<file path="config.mk">
export PLATFORM = sky130hd
export DESIGN_NAME = dram_bank_decoder
export DESIGN_NICKNAME = d
export VERILOG_FILES = /design/src/rtl/dram_map_pkg.sv /design/src/rtl/dram_cfg_regs.sv /design/src/rtl/dram_bank_eval.sv /design/src/rtl/dram_map_ctrl.sv /design/src/rtl/dram_bank_decoder.sv
export SDC_FILE = /design/constraint.sdc
export NUM_CORES = 1
export LEC_CHECK = 0
export BUFFER_PORTS_ARGS = -buffer_cell sky130_fd_sc_hd__clkbuf_2
export CAP_MARGIN = 20
export CORE_UTILIZATION = 35
export CTS_CLUSTER_SIZE = 8
export DETAILED_ROUTE_END_ITERATION = 12
export HOLD_SLACK_MARGIN = 0.08
export PLACE_DENSITY = 0.64
export SLEW_MARGIN = 20
export SYNTH_ARGS = -nofsm -noshare
export SYNTH_HDL_FRONTEND = slang
export SYNTH_SLANG_ARGS = --single-unit
</file>
<file path="constraint.sdc">
create_clock -name clk -period 14.2 [get_ports clk]
set_input_delay 0.71 -clock clk [delete_from_list [all_inputs] [get_ports clk]]
set_output_delay 0.71 -clock clk [all_outputs]
set_load 0.03 [all_outputs]
</file>
<file path="src/rtl/dram_map_pkg.sv">
package dram_map_pkg;

    localparam int NBANK   = 4;
    localparam int NIB_W   = 4;
    localparam int MIN_KIB = 2048;

    typedef enum logic [1:0] {
        S_IDLE = 2'd0,
        S_SUM  = 2'd1,
        S_MAP  = 2'd2
    } recalc_state_t;

endpackage

</file>
<file path="src/rtl/dram_cfg_regs.sv">
module dram_cfg_regs #(
    parameter int          ADDR_W    = 8,
    parameter logic [7:0]  CFG0_ADDR = 8'h58,
    parameter logic [7:0]  CFG1_ADDR = 8'h59,
    parameter logic [7:0]  EN_ADDR   = 8'h5C
) (
    input  logic              clk,
    input  logic              rst_n,
    input  logic              wr_en,
    input  logic [ADDR_W-1:0] addr,
    input  logic [7:0]        wdata,
    output logic [7:0]        rdata,
    output logic [15:0]       cfg_word,
    output logic [3:0]        bank_en,
    output logic              recalc_req
);

    logic [7:0] cfg0_q, cfg1_q, en_q;
    logic       hit_cfg0, hit_cfg1, hit_en;

    always_comb begin
        hit_cfg0 = (addr == ADDR_W'(CFG0_ADDR));
        hit_cfg1 = (addr == ADDR_W'(CFG1_ADDR));
        hit_en   = (addr == ADDR_W'(EN_ADDR));
    end

    always_ff @(posedge clk) begin
        if (!rst_n) begin
            cfg0_q <= '0;
            cfg1_q <= '0;
            en_q   <= '0;
        end else if (wr_en) begin
            if (hit_cfg0) cfg0_q <= wdata;
            if (hit_cfg1) cfg1_q <= wdata;
            if (hit_en)   en_q   <= wdata;
        end
    end

    always_comb begin
        rdata = '0;
        if (hit_cfg0)      rdata = cfg0_q;
        else if (hit_cfg1) rdata = cfg1_q;
        else if (hit_en)   rdata = en_q;
    end

    assign cfg_word   = {cfg1_q, cfg0_q};
    assign bank_en    = en_q[3:0];
    assign recalc_req = wr_en && (hit_cfg0 || hit_cfg1 || hit_en);

    assert_foreign_write_ignored_R8: assert property (@(posedge clk) disable iff (!rst_n)
        (wr_en && !recalc_req) |=> ($stable(cfg_word) && $stable(bank_en)));

    assert_readback_others_zero_R11: assert property (@(posedge clk) disable iff (!rst_n)
        (!hit_cfg0 && !hit_cfg1 && !hit_en) |-> (rdata == 8'h00));

endmodule

</file>
<file path="src/rtl/dram_bank_eval.sv">
module dram_bank_eval #(
    parameter int INST_W  = 19,
    parameter int MIN_KIB = 2048
) (
    input  logic [3:0]        setting,
    input  logic              bank_on,
    input  logic [INST_W-1:0] inst_kib,
    input  logic              inst_dbl,
    output logic [INST_W-1:0] eff_kib
);

    logic [2:0]        code_raw;
    logic [2:0]        code_use;
    logic              mismatch;
    logic [INST_W-1:0] prog_kib;

    always_comb begin
        code_raw = {setting[1:0], setting[3]};
        mismatch = setting[3] && !inst_dbl;
        code_use = mismatch ? (code_raw - 3'd1) : code_raw;
        prog_kib = INST_W'(MIN_KIB) << code_use;
        if (!bank_on)
            eff_kib = '0;
        else if (inst_kib < prog_kib)
            eff_kib = inst_kib;
        else
            eff_kib = prog_kib;
    end

    always_comb begin
        if (bank_on)
            assert_eff_within_fitted_R5: assert (eff_kib <= inst_kib);
    end

endmodule

</file>
<file path="src/rtl/dram_map_ctrl.sv">
module dram_map_ctrl
    import dram_map_pkg::*;
#(
    parameter int INST_W  = 19,
    parameter int TOT_W   = 21,
    parameter int LOW_KIB = 1024
) (
    input  logic                    clk,
    input  logic                    rst_n,
    input  logic                    recalc_req,
    input  logic [NBANK*INST_W-1:0] eff_flat,
    output logic                    map_valid,
    output logic                    low_en,
    output logic                    high_en,
    output logic [TOT_W-1:0]        high_len_kib,
    output logic [TOT_W-1:0]        high_top_kib,
    output logic [TOT_W-1:0]        total_kib
);

    recalc_state_t state_q, state_d;
    logic [INST_W-1:0] eff_q [NBANK];
    logic [TOT_W-1:0]  sum_d;
    logic              publish;

    always_comb begin
        state_d = state_q;
        unique case (state_q)
            S_IDLE:  state_d = recalc_req ? S_SUM : S_IDLE;
            S_SUM:   state_d = recalc_req ? S_SUM : S_MAP;
            S_MAP:   state_d = recalc_req ? S_SUM : S_IDLE;
            default: state_d = S_IDLE;
        endcase
    end

    always_ff @(posedge clk) begin
        if (!rst_n) state_q <= S_IDLE;
        else        state_q <= state_d;
    end

    always_comb begin
        sum_d = '0;
        for (int b = 0; b < NBANK; b++)
            sum_d = sum_d + TOT_W'(eff_q[b]);
        publish = (state_q == S_MAP) && !recalc_req;
    end

    generate
        for (genvar g = 0; g < NBANK; g++) begin : g_latch
            always_ff @(posedge clk) begin
                if (!rst_n)
                    eff_q[g] <= '0;
                else if (state_q == S_SUM)
                    eff_q[g] <= eff_flat[g*INST_W +: INST_W];
            end
            always_comb begin
                if (rst_n)
                    assert_no_overflow_R12: assert (sum_d >= TOT_W'(eff_q[g]));
            end
        end
    endgenerate

    always_ff @(posedge clk) begin
        if (!rst_n) begin
            map_valid    <= 1'b1;
            low_en       <= 1'b0;
            high_en      <= 1'b0;
            high_len_kib <= '0;
            high_top_kib <= '0;
            total_kib    <= '0;
        end else if (recalc_req) begin
            map_valid <= 1'b0;
        end else if (publish) begin
            map_valid <= 1'b1;
            total_kib <= sum_d;
            if (sum_d > TOT_W'(LOW_KIB)) begin
                low_en       <= 1'b1;
                high_en      <= 1'b1;
                high_len_kib <= sum_d - TOT_W'(LOW_KIB);
                high_top_kib <= sum_d;
            end else begin
                low_en       <= (sum_d == TOT_W'(LOW_KIB));
                high_en      <= 1'b0;
                high_len_kib <= '0;
                high_top_kib <= '0;
            end
        end
    end

    assert_valid_drops_R9: assert property (@(posedge clk) disable iff (!rst_n)
        recalc_req |=> !map_valid);

    assert_valid_returns_R9: assert property (@(posedge clk) disable iff (!rst_n)
        (state_q == S_MAP && !recalc_req) |=> map_valid);

    assert_map_hold_R9: assert property (@(posedge clk) disable iff (!rst_n)
        (state_q != S_MAP) |=> ($stable(total_kib) && $stable(high_en) && $stable(low_en)));

    assert_high_needs_low_R6: assert property (@(posedge clk) disable iff (!rst_n)
        high_en |-> (low_en && high_top_kib == high_len_kib + TOT_W'(LOW_KIB)));

    assert_small_no_high_R7: assert property (@(posedge clk) disable iff (!rst_n)
        !high_en |-> (high_len_kib == '0 && high_top_kib == '0));

endmodule

</file>
<file path="src/rtl/dram_bank_decoder.sv">
module dram_bank_decoder
    import dram_map_pkg::*;
#(
    parameter int ADDR_W  = 8,
    parameter int INST_W  = 19,
    parameter int TOT_W   = 21,
    parameter int LOW_KIB = 1024
) (
    input  logic                    clk,
    input  logic                    rst_n,
    input  logic                    wr_en,
    input  logic [ADDR_W-1:0]       addr,
    input  logic [7:0]              wdata,
    output logic [7:0]              rdata,
    input  logic [NBANK*INST_W-1:0] inst_kib,
    input  logic [NBANK-1:0]        inst_dbl,
    output logic                    map_valid,
    output logic                    low_en,
    output logic                    high_en,
    output logic [TOT_W-1:0]        high_len_kib,
    output logic [TOT_W-1:0]        high_top_kib,
    output logic [TOT_W-1:0]        total_kib
);

    logic [15:0]             cfg_word;
    logic [3:0]              bank_en;
    logic                    recalc_req;
    logic [NBANK*INST_W-1:0] eff_flat;

    dram_cfg_regs #(
        .ADDR_W   (ADDR_W),
        .CFG0_ADDR(8'h58),
        .CFG1_ADDR(8'h59),
        .EN_ADDR  (8'h5C)
    ) u_regs (
        .clk       (clk),
        .rst_n     (rst_n),
        .wr_en     (wr_en),
        .addr      (addr),
        .wdata     (wdata),
        .rdata     (rdata),
        .cfg_word  (cfg_word),
        .bank_en   (bank_en),
        .recalc_req(recalc_req)
    );

    generate
        for (genvar b = 0; b < NBANK; b++) begin : g_bank
            dram_bank_eval #(
                .INST_W (INST_W),
                .MIN_KIB(MIN_KIB)
            ) u_eval (
                .setting (cfg_word[b*NIB_W +: NIB_W]),
                .bank_on (bank_en[b]),
                .inst_kib(inst_kib[b*INST_W +: INST_W]),
                .inst_dbl(inst_dbl[b]),
                .eff_kib (eff_flat[b*INST_W +: INST_W])
            );
        end
    endgenerate

    dram_map_ctrl #(
        .INST_W (INST_W),
        .TOT_W  (TOT_W),
        .LOW_KIB(LOW_KIB)
    ) u_ctrl (
        .clk         (clk),
        .rst_n       (rst_n),
        .recalc_req  (recalc_req),
        .eff_flat    (eff_flat),
        .map_valid   (map_valid),
        .low_en      (low_en),
        .high_en     (high_en),
        .high_len_kib(high_len_kib),
        .high_top_kib(high_top_kib),
        .total_kib   (total_kib)
    );

endmodule

</file>
== Yosys cells after proc, flatten, opt, wreduce, memory -nomap -nowiden ==
Memories as Yosys holds them, arrays and structs flattened.
Cells that the tools add are included.

* $add $sub $neg: 8
* $lt $le $gt $ge: 5
* Equality and inequality tests: 6
* Shift-type cells: 4
* Multiplexer cells: 32
* Bitwise operators: 5
* Reduce and logical (&&, ||, !) cells: 20

{| class="wikitable"
|+ Operator list
! operator !! number
|-
| $mux 19 || 12
|-
| $lt 19x19->1 || 4
|-
| $shl 12x3->19 const A || 4
|-
| $add 21x19->21 || 2
|-
| $mux 21 || 2
|-
| $eq 8x7->1 const B || 3
|-
| $mux 8 || 3
|-
| $eq 21x11->1 const B || 1
|-
| $gt 21x11->1 const B || 1
|-
| $sub 21x11->21 const B || 1
|-
| $add 19x19->20 || 1
|-
| $mux 3 || 4
|-
| $sub 3x1->3 const B || 4
|-
| $mux 1 || 9
|-
| $reduce_and 2->1 || 4
|-
| $logic_and 1x1->1 || 6
|-
| $logic_not 1->1 || 5
|-
| $or 1x1->1 || 4
|-
| $pmux 2 s2 || 1
|-
| $eq 2x1->1 const B || 1
|-
| $eq 2x2->1 const B || 1
|-
| $logic_not 2->1 || 1
|-
| $logic_or 1x1->1 || 2
|-
| $mux 2 || 1
|-
| other kinds (3) || 3
|}

* Flip-flop bits (word level): 92
* RAM bits: 76
* Input port bits: 99
* Output and inout port bits: 74
* Word-level logic and storage cells: 91
* Memories: 1

{| class="wikitable"
|+ Memories
! name !! depth !! bits a word !! read ports !! clocked after Yosys merged registers in !! wr ports !! RTL line !! source
|-
| u_ctrl.eff_q || 4 || 19 || 4 || 0 || 4 || dram_map_ctrl.sv:21 || <nowiki>logic [INST_W-1:0] eff_q [NBANK];</nowiki>
|}

== Longest topological paths before layout ==
Gate-level depths: netlist of run 1.

* Depth after elaboration: 8
* Depth in mapped cells: 28
* Depth with buffers taken out: 27

== Modules after synthesis ==
A second synthesis of run 1 with hierarchy kept.

* Cell total of the unflattened synthesis: 1155
* Area total of the unflattened synthesis: 10701.5 µm²

{| class="wikitable"
|+ By module, submodules not included
! module !! times used !! cells each !! area an instance (µm²) !! sequential area each (µm²)
|-
| dram_map_ctrl || 1 || 708 || 7334.5 || 3443.3
|-
| dram_bank_eval (g_bank[0].u_eval ...) || 3 || 80 || 550.5 || 0.0
|-
| dram_cfg_regs || 1 || 126 || 1169.9 || 480.5
|-
| dram_bank_eval (g_bank[1].u_eval) || 1 || 81 || 545.5 || 0.0
|}

== Least setup slack after synthesis of run 1 ==
No wires, ideal clock.

* Kind: reg-to-reg
* Start: register u_ctrl.state_q[0]
* End: memory u_ctrl.eff_q[0][0], enable pin
* Setup time: 0.615 ns
* Arrival time: 5.742 ns
* Data required time: 13.585 ns
* Slack: 7.843 ns
* Stages on the path, launching flop included: 3
* Path buffers: 0
* Clock period less this slack: 6.357 ns
* Cells stage by stage: dfxtp_1 > inv_1 > o21ai_0

{| class="wikitable"
|+ RTL lines
! item !! RTL line !! source
|-
| start, declared || dram_map_ctrl.sv:20 || <nowiki>recalc_state_t state_q, state_d;</nowiki>
|-
| start signal, assigned || dram_map_ctrl.sv:37 || <nowiki>else state_q <= state_d;</nowiki>
|-
| end, declared || dram_map_ctrl.sv:21 ||
|}

==> results of run 1 <==
## registers in the layout (all words and copies together), names as in the netlist
| register | cells |
|---|---|
| u_ctrl.eff_q | 76 |
| u_ctrl.high_top_kib | 21 |
| u_ctrl.total_kib | 21 |
| u_ctrl.high_len_kib | 11 |
| u_regs.cfg0_q | 8 |
| u_regs.cfg1_q | 8 |
| u_regs.en_q | 8 |
| u_ctrl.state_q | 2 |
| u_ctrl.high_en | 1 |
| u_ctrl.low_en | 1 |
| u_ctrl.map_valid | 1 |
## power by group
| group | switching, mW | internal (mW) |
|---|---|---|
| Clock | 0.196 | 0.253 |
| Combinational | 0.181 | 0.114 |
| Sequential | 0.00272 | 0.484 |
| Total | 0.380 | 0.851 |
## placed cells by master (no fill, tap or decap), types with 4 or more instances in the layout
master,synthesis,final
clkbuf_2,0,172
inv_1,100,100
dfxtp_1,82,82
ha_1,76,76
edfxtp_1,76,76
nor2_1,70,70
nand2_1,66,66
o21ai_0,54,53
and3_1,53,53
mux2i_1,36,36
o21a_1,35,35
nor2b_1,34,34
a21oi_1,33,33
a22o_1,31,31
nor3_1,29,29
a21o_1,27,27
xnor2_1,22,22
fa_1,21,21
a211oi_1,19,19
clkbuf_16,0,19
or3_1,13,13
nand4_1,12,12
xor2_1,12,12
nand2b_1,11,11
nand3_1,10,10
or2_2,9,9
and2_1,7,7
a31oi_1,7,7
nand3b_1,6,6
o211ai_1,5,5
o31ai_1,5,5
o21ai_1,4,4
## layout make-up
type,count,share of cell area
timing repair buffer,174,0.0732
clock inverter,11,0.00764
inverter,100,0.0314
multi-input combinational,770,0.478
tap,384,0.0402
sequential,158,0.328
clock buffer,20,0.0409
## metrics by stage
step           cell area (um^2)   util  setup WS (ns)  instances
2_1_floorplan             10300      -           7.84       1087
3_3_place_gp              11400  0.394           7.84       1586
3_5_place_dp              11400  0.394           7.67       1586
4_1_cts                   12000  0.414           7.67       1617
5_1_grt                   12000  0.414           7.16       1617
6_report                  12000  0.414           7.65       1617
## critical path: stages (launching register included)
cell	delay [ns]
edfxtp_1	0.39
ha_1	0.30
a21o_1	0.16
a21oi_1	0.20
nand2b_1	0.13
a21boi_0	0.17
o211a_1	0.27
o21a_1	0.18
o21ai_0	0.20
nand2_1	0.11
fa_1	0.49
inv_1	0.04
ha_1	0.36
and3_4	0.19
and3_1	0.17
a21o_2	0.24
o21ai_0	0.26
nand2_1	0.17
inv_1	0.10
ha_1	0.14
nand2_1	0.05
or4_1	0.39
nor4_1	0.26
nor4b_1	0.39
o2111ai_1	0.18
o31a_1	0.55
a32o_1	0.36
## metal layers
| metal | vias to the layer above | part of all wire | GRT usage |
|---|---|---|---|
| met5 | - | 0 | 0 |
| met4 | 0 | 0.020 | 0.0601 |
| met3 | 29 | 0.049 | 0.0336 |
| met2 | 240 | 0.47 | 0.286 |
| met1 | 3875 | 0.46 | 0.214 |
| li1 | 4166 | - | - |
## cell families (layout without fill, tap and decap cells)
family	count (synthesis)	in the layout
AO/OA/AOI/OAI	264	264
adder cells (fa/ha/maj)	97	97
XOR/XNOR	35	35
buffers and inverters	159	305
multiplexers	36	36
AND/OR/NAND/NOR	338	338
flip-flops	158	158
## path summary, 6_finish.rpt
path	start	to	depth (start not counted)
setup / recovery	u_ctrl.eff_q[1][1]	u_ctrl.high_top_kib[11]	26
hold / removal	u_ctrl.total_kib[16]	u_ctrl.total_kib[16]	1
setup reg to reg	u_ctrl.eff_q[1][1]	u_ctrl.high_top_kib[11]	26
hold reg to reg	u_ctrl.total_kib[16]	u_ctrl.total_kib[16]	1
==> results.sh, run 1 <==
export IMPL_status="complete, no violations"
export IMPL_synth_simple_gate_area_share=0.173
export IMPL_powerDensity_nw_per_um2=103
export IMPL_clockBufferDepth=2
export IMPL_fin_skew_ns=0.0127
export IMPL_rsz0062_at_grt="no"
export IMPL_layout_nets=1417
export IMPL_antenna_found_initial=0
export IMPL_globalplace_congestion=0.854
export IMPL_synth_nets=1283
export IMPL_insertion_delay_ns=0.44
export IMPL_drtPass1Iterations=5
export IMPL_slew_headroom=0.356
export IMPL_wl_mm=25.3
export IMPL_grt_max_degree=77
export IMPL_io_pin_count=173
export IMPL_fp_coreArea_um2=28900
export IMPL_multi_input_area_um2=5720
export IMPL_arrival_ns=6.88
export IMPL_drv_slew=0
export IMPL_critPathLaunchType="flop"
export IMPL_dr_first_iter_drc_count=375
export IMPL_synthAdderAreaFrac=0.133
export IMPL_path_clk_slew_ns=0.07
export IMPL_cts_tree="done"
export IMPL_yosys_area_top_type="edfxtp_1"
export IMPL_cts_resized=0
export IMPL_setup_viol=0
export IMPL_drc=0
export IMPL_vias=8310
export IMPL_worst_setup_path_type="reg2reg"
export IMPL_die_y_um=174
export IMPL_total_power_mw=1.23
export IMPL_finalSetupTns_ns=0
export IMPL_fmax_ghz=0.153
export IMPL_peakVddDrop_v=0.0000746
export IMPL_critPathCaptureType="flop"
export IMPL_max_slew_worst_pin_slew_ns=0.963
export IMPL_grt_pass1_wl_mm=40.4
export IMPL_synth_top_area_frac=0.222
export IMPL_synth_xor_area_share=0.0316
export IMPL_hold_class="reg2reg"
export IMPL_dieArea_um2=30100
export IMPL_syn2layout_area_growth_pct=16.1
export IMPL_grt_pass1_vias=7941
export IMPL_ys_async_sr_fraction=0
export IMPL_synth_seq_cells=158
export IMPL_numCtsBuffers=17
export IMPL_hpwl_mm=20.1
export IMPL_row_count=62
export IMPL_hold_viol=0
export IMPL_synth_area_per_cell_um2=9.47
export IMPL_fin_crit_sh=0.461
export IMPL_layout_drive_gt1_share=0.191
export IMPL_clock_sinks=158
export IMPL_fillCellCount=2888
export IMPL_syn_cell_area_um2=10300
export IMPL_postCtsSetupBuffers=0
export IMPL_yosys_warnings=0
export IMPL_drt_antenna_violating_nets=0
export IMPL_synthTopCellsByArea="edfxtp_1 22%, dfxtp_1 16%, ha_1 9.2%"
export IMPL_synth_edf_count=76
export IMPL_r2r_slack_ns=7.65
export IMPL_synthTopCellsByCount="100 x inv_1, 82 x dfxtp_1, 76 x edfxtp_1, 76 x ha_1, 70 x nor2_1"
export IMPL_grt_usage=0.169
export IMPL_yosysMostFrequentCell="inv_1"
export IMPL_synth_compound_area_share=0.182
export IMPL_port_buffers=172
export IMPL_die_width_um=174
export IMPL_diodes=0
export IMPL_hold_slack_ns=0.451
export IMPL_synth_top_family_by_area="compound AO/OA/AOI/OAI gates"
export IMPL_initial_core_util=0.357
export IMPL_yosysUniqueCellTypes=76
export IMPL_ff_latch_area_um2=3920
export IMPL_cp_max_fo=22
export IMPL_cts_hold_buffers=0
export IMPL_overflow=0
export IMPL_synth_mux_area_frac=0.0350
export IMPL_cp_required_ns=14.53
export IMPL_cap_viol_max_count=0
export IMPL_viasPerCell=5.14
export IMPL_root_buffer="clkbuf_16"
export IMPL_h_tree_depth=4
export IMPL_seq_area_frac_synth=0.381
export IMPL_synth_flop_cell="dfxtp_1"
export IMPL_wl_per_cell_um=15.6
export IMPL_synthCells=1087
export IMPL_p_leak_nw=5.43
export IMPL_min_period_ns=6.55
(Power assumes the default switching activity.)
==> run 2, diff against run 1 <==
PLACE_DENSITY = 0.66   (was 0.64)
clock period = 5.6 ns   (was 14.2 ns; I/O delays follow)
==> run 2 against run 1 <==
Effect of this change:
- sequential share of layout area is 1.6 points lower
- utilization grew 2.1 points
- fmax is 17% higher
- non-clock buffer count rose by 53
- global-route usage increased by 0.75 points
==> results.sh, run 2 (synthesis results as in run 1) <==
export IMPL_p_comb_frac=0.273
export IMPL_row_count=62
export IMPL_drtPass1Iterations=5
export IMPL_fin_crit_sh=0.999
export IMPL_die_width_um=174
export IMPL_drv_slew=0
export IMPL_syn2layout_area_growth_pct=21.9
export IMPL_p_sw_mw=1.04
export IMPL_die_y_um=174
export IMPL_cp_max_fo=8
export IMPL_powerDensity_nw_per_um2=264
export IMPL_hold_viol=0
export IMPL_path_clk_slew_ns=0.07
export IMPL_min_period_ns=5.59
export IMPL_diodes=0
export IMPL_initial_core_util=0.357
export IMPL_fin_skew_ns=0.0210
export IMPL_max_stage_delay_ns=0.43
export IMPL_clockBufferDepth=2
export IMPL_grt_pass1_vias=8329
export IMPL_layout_drive_gt1_share=0.246
export IMPL_clock_sinks=158
export IMPL_drt_antenna_violating_nets=0
export IMPL_grt_usage=0.177
export IMPL_cp_required_ns=5.94
export IMPL_arrival_ns=5.93
export IMPL_total_power_mw=3.31
export IMPL_crit_slowest_cell="fa_1"
export IMPL_critPathLaunchType="flop"
export IMPL_root_buffer="clkbuf_16"
export IMPL_viasPerCell=5.10
export IMPL_h_tree_depth=4
export IMPL_top_register="u_ctrl.eff_q"
export IMPL_rsz0062_at_grt="yes"
export IMPL_p_clk_frac=0.354
export IMPL_setup_slack_ns=0.00689
export IMPL_wl_mm=26.2
export IMPL_post_place_ws_ns=-0.253
export IMPL_dieArea_um2=30100
export IMPL_swShare=0.314
export IMPL_layout_common_cells="172 x clkbuf_2, 97 x inv_1, 82 x dfxtp_1, 76 x edfxtp_1, 71 x ha_1"
export IMPL_fp_coreArea_um2=28900
export IMPL_wl_per_cell_um=15.7
export IMPL_port_buffers=172
export IMPL_cts_tree="done"
export IMPL_drc=0
export IMPL_insertion_delay_ns=0.44
export IMPL_globalplace_congestion=0.872
export IMPL_fillCellCount=2817
export IMPL_cap_viol_max_count=0
export IMPL_numCtsBuffers=17
export IMPL_cts_hold_buffers=0
export IMPL_vias=8521
export IMPL_hold_class="in2reg"
export IMPL_status="complete, no violations"
export IMPL_setup_viol=0
export IMPL_ff_latch_area_um2=3920
export IMPL_p_seq_frac=0.373
export IMPL_dr_first_iter_drc_count=523
export IMPL_worst_setup_path_type="reg2reg"
export IMPL_slew_headroom=0.354
export IMPL_fmax_ghz=0.179
export IMPL_antenna_found_initial=2
export IMPL_largest_reg_flops=76
export IMPL_p_leak_nw=5.71
export IMPL_critPathCaptureType="flop"
export IMPL_overflow=0
export IMPL_p_int_mw=2.27
export IMPL_peakVddDrop_v=0.000184
export IMPL_hpwl_mm=20.5
export IMPL_grt_max_degree=77
export IMPL_finalSetupTns_ns=0
export IMPL_max_slew_worst_pin_slew_ns=0.968
export IMPL_multi_input_area_um2=5890
export IMPL_top_regs="u_ctrl.eff_q x76, u_ctrl.high_top_kib x21, u_ctrl.total_kib x21"
export IMPL_final_common_cell="clkbuf_2"
export IMPL_grt_pass1_wl_mm=42.2
export IMPL_layout_nets=1470
export IMPL_io_pin_count=173
==> run 2: changes by cell type in the layout (fill, tap and decap cells not counted), sizes merged <==
cell,previous run,this run
buf,2,55
clkinv,1,5
clkinvlp,2,0
bufinv,0,1
clkbuf,192,191
inv,108,107
==> run 2: critical path, delay by kind of cell, from the launching register on <==
family | cells | cell delay, ns
simple gates | 9 | 1.70
compound gates | 10 | 1.97
fa+ha+maj | 4 | 1.07
flops | 1 | 0.40
buf+inv | 3 | 0.36
==> run 2: timing repair <==
action,in CTS,in global routing
buffers inserted,12,6
hold endpoints to repair,0,0
gates resized for setup,21,23
setup endpoints to repair,23,24
pin swaps,13,22
cloned,1,0
==> run 2: routing by layer <==
layer | global-route usage | wire, um | vias to the layer above
met2 | 0.298 | 12400 | 248
li1 | - | - | 4259
met1 | 0.223 | 11900 | 3968
met3 | 0.0377 | 1340 | 42
met4 | 0.0619 | 589 | 4
met5 | 0 | 27 | -
==> run 2: layout make-up <==
cell class | count | area share
inverters | 100 | 0.0299
clock buffers | 19 | 0.0362
multi-input cells | 770 | 0.469
flip-flops and latches | 158 | 0.313
repair buffers | 227 | 0.102
well taps | 384 | 0.0383
clock inverters | 13 | 0.0116
==> run 2: final timing paths <==
| kind | to | cells past startpoint | slack, ns | start |
|---|---|---|---|---|
| worst max register to register | u_ctrl.high_len_kib[20] | 26 | 0.007 | u_ctrl.eff_q[0][1] |
| worst min register to register | u_ctrl.high_top_kib[18] | 2 | 0.45 | u_ctrl.high_top_kib[18] |
| worst max-delay path | u_ctrl.high_len_kib[20] | 26 | 0.007 | u_ctrl.eff_q[0][1] |
| worst min-delay path | u_regs.cfg1_q[6] | 3 | 0.13 | wdata[6] |
==> run 2: metrics by stage <==
| stage | utilization | cells | hold slack (ns) | instance area [um^2] |
|---|---|---|---|---|
| 2_1_floorplan | - | 1087 | 0.441 | 10300 |
| 3_3_place_gp | 0.404 | 1622 | 0.433 | 11600 |
| 3_5_place_dp | 0.404 | 1622 | 0.439 | 11600 |
| 4_1_cts | 0.430 | 1667 | 0.114 | 12400 |
| 5_1_grt | 0.435 | 1671 | 0.119 | 12600 |
| 6_report | 0.435 | 1671 | 0.131 | 12600 |
==> run 2: power by group through the flow <==
stage / combinational, mW / clock, mW / sequential [mW]
3_3_place_gp: 0.817 / 0 / 1.26
6_report: 0.903 / 1.17 / 1.23
4_1_cts: 0.860 / 1.19 / 1.23
3_5_place_dp: 0.827 / 0 / 1.26
5_1_grt: 0.993 / 1.24 / 1.24
2_1_floorplan: 0.548 / 0 / 1.26
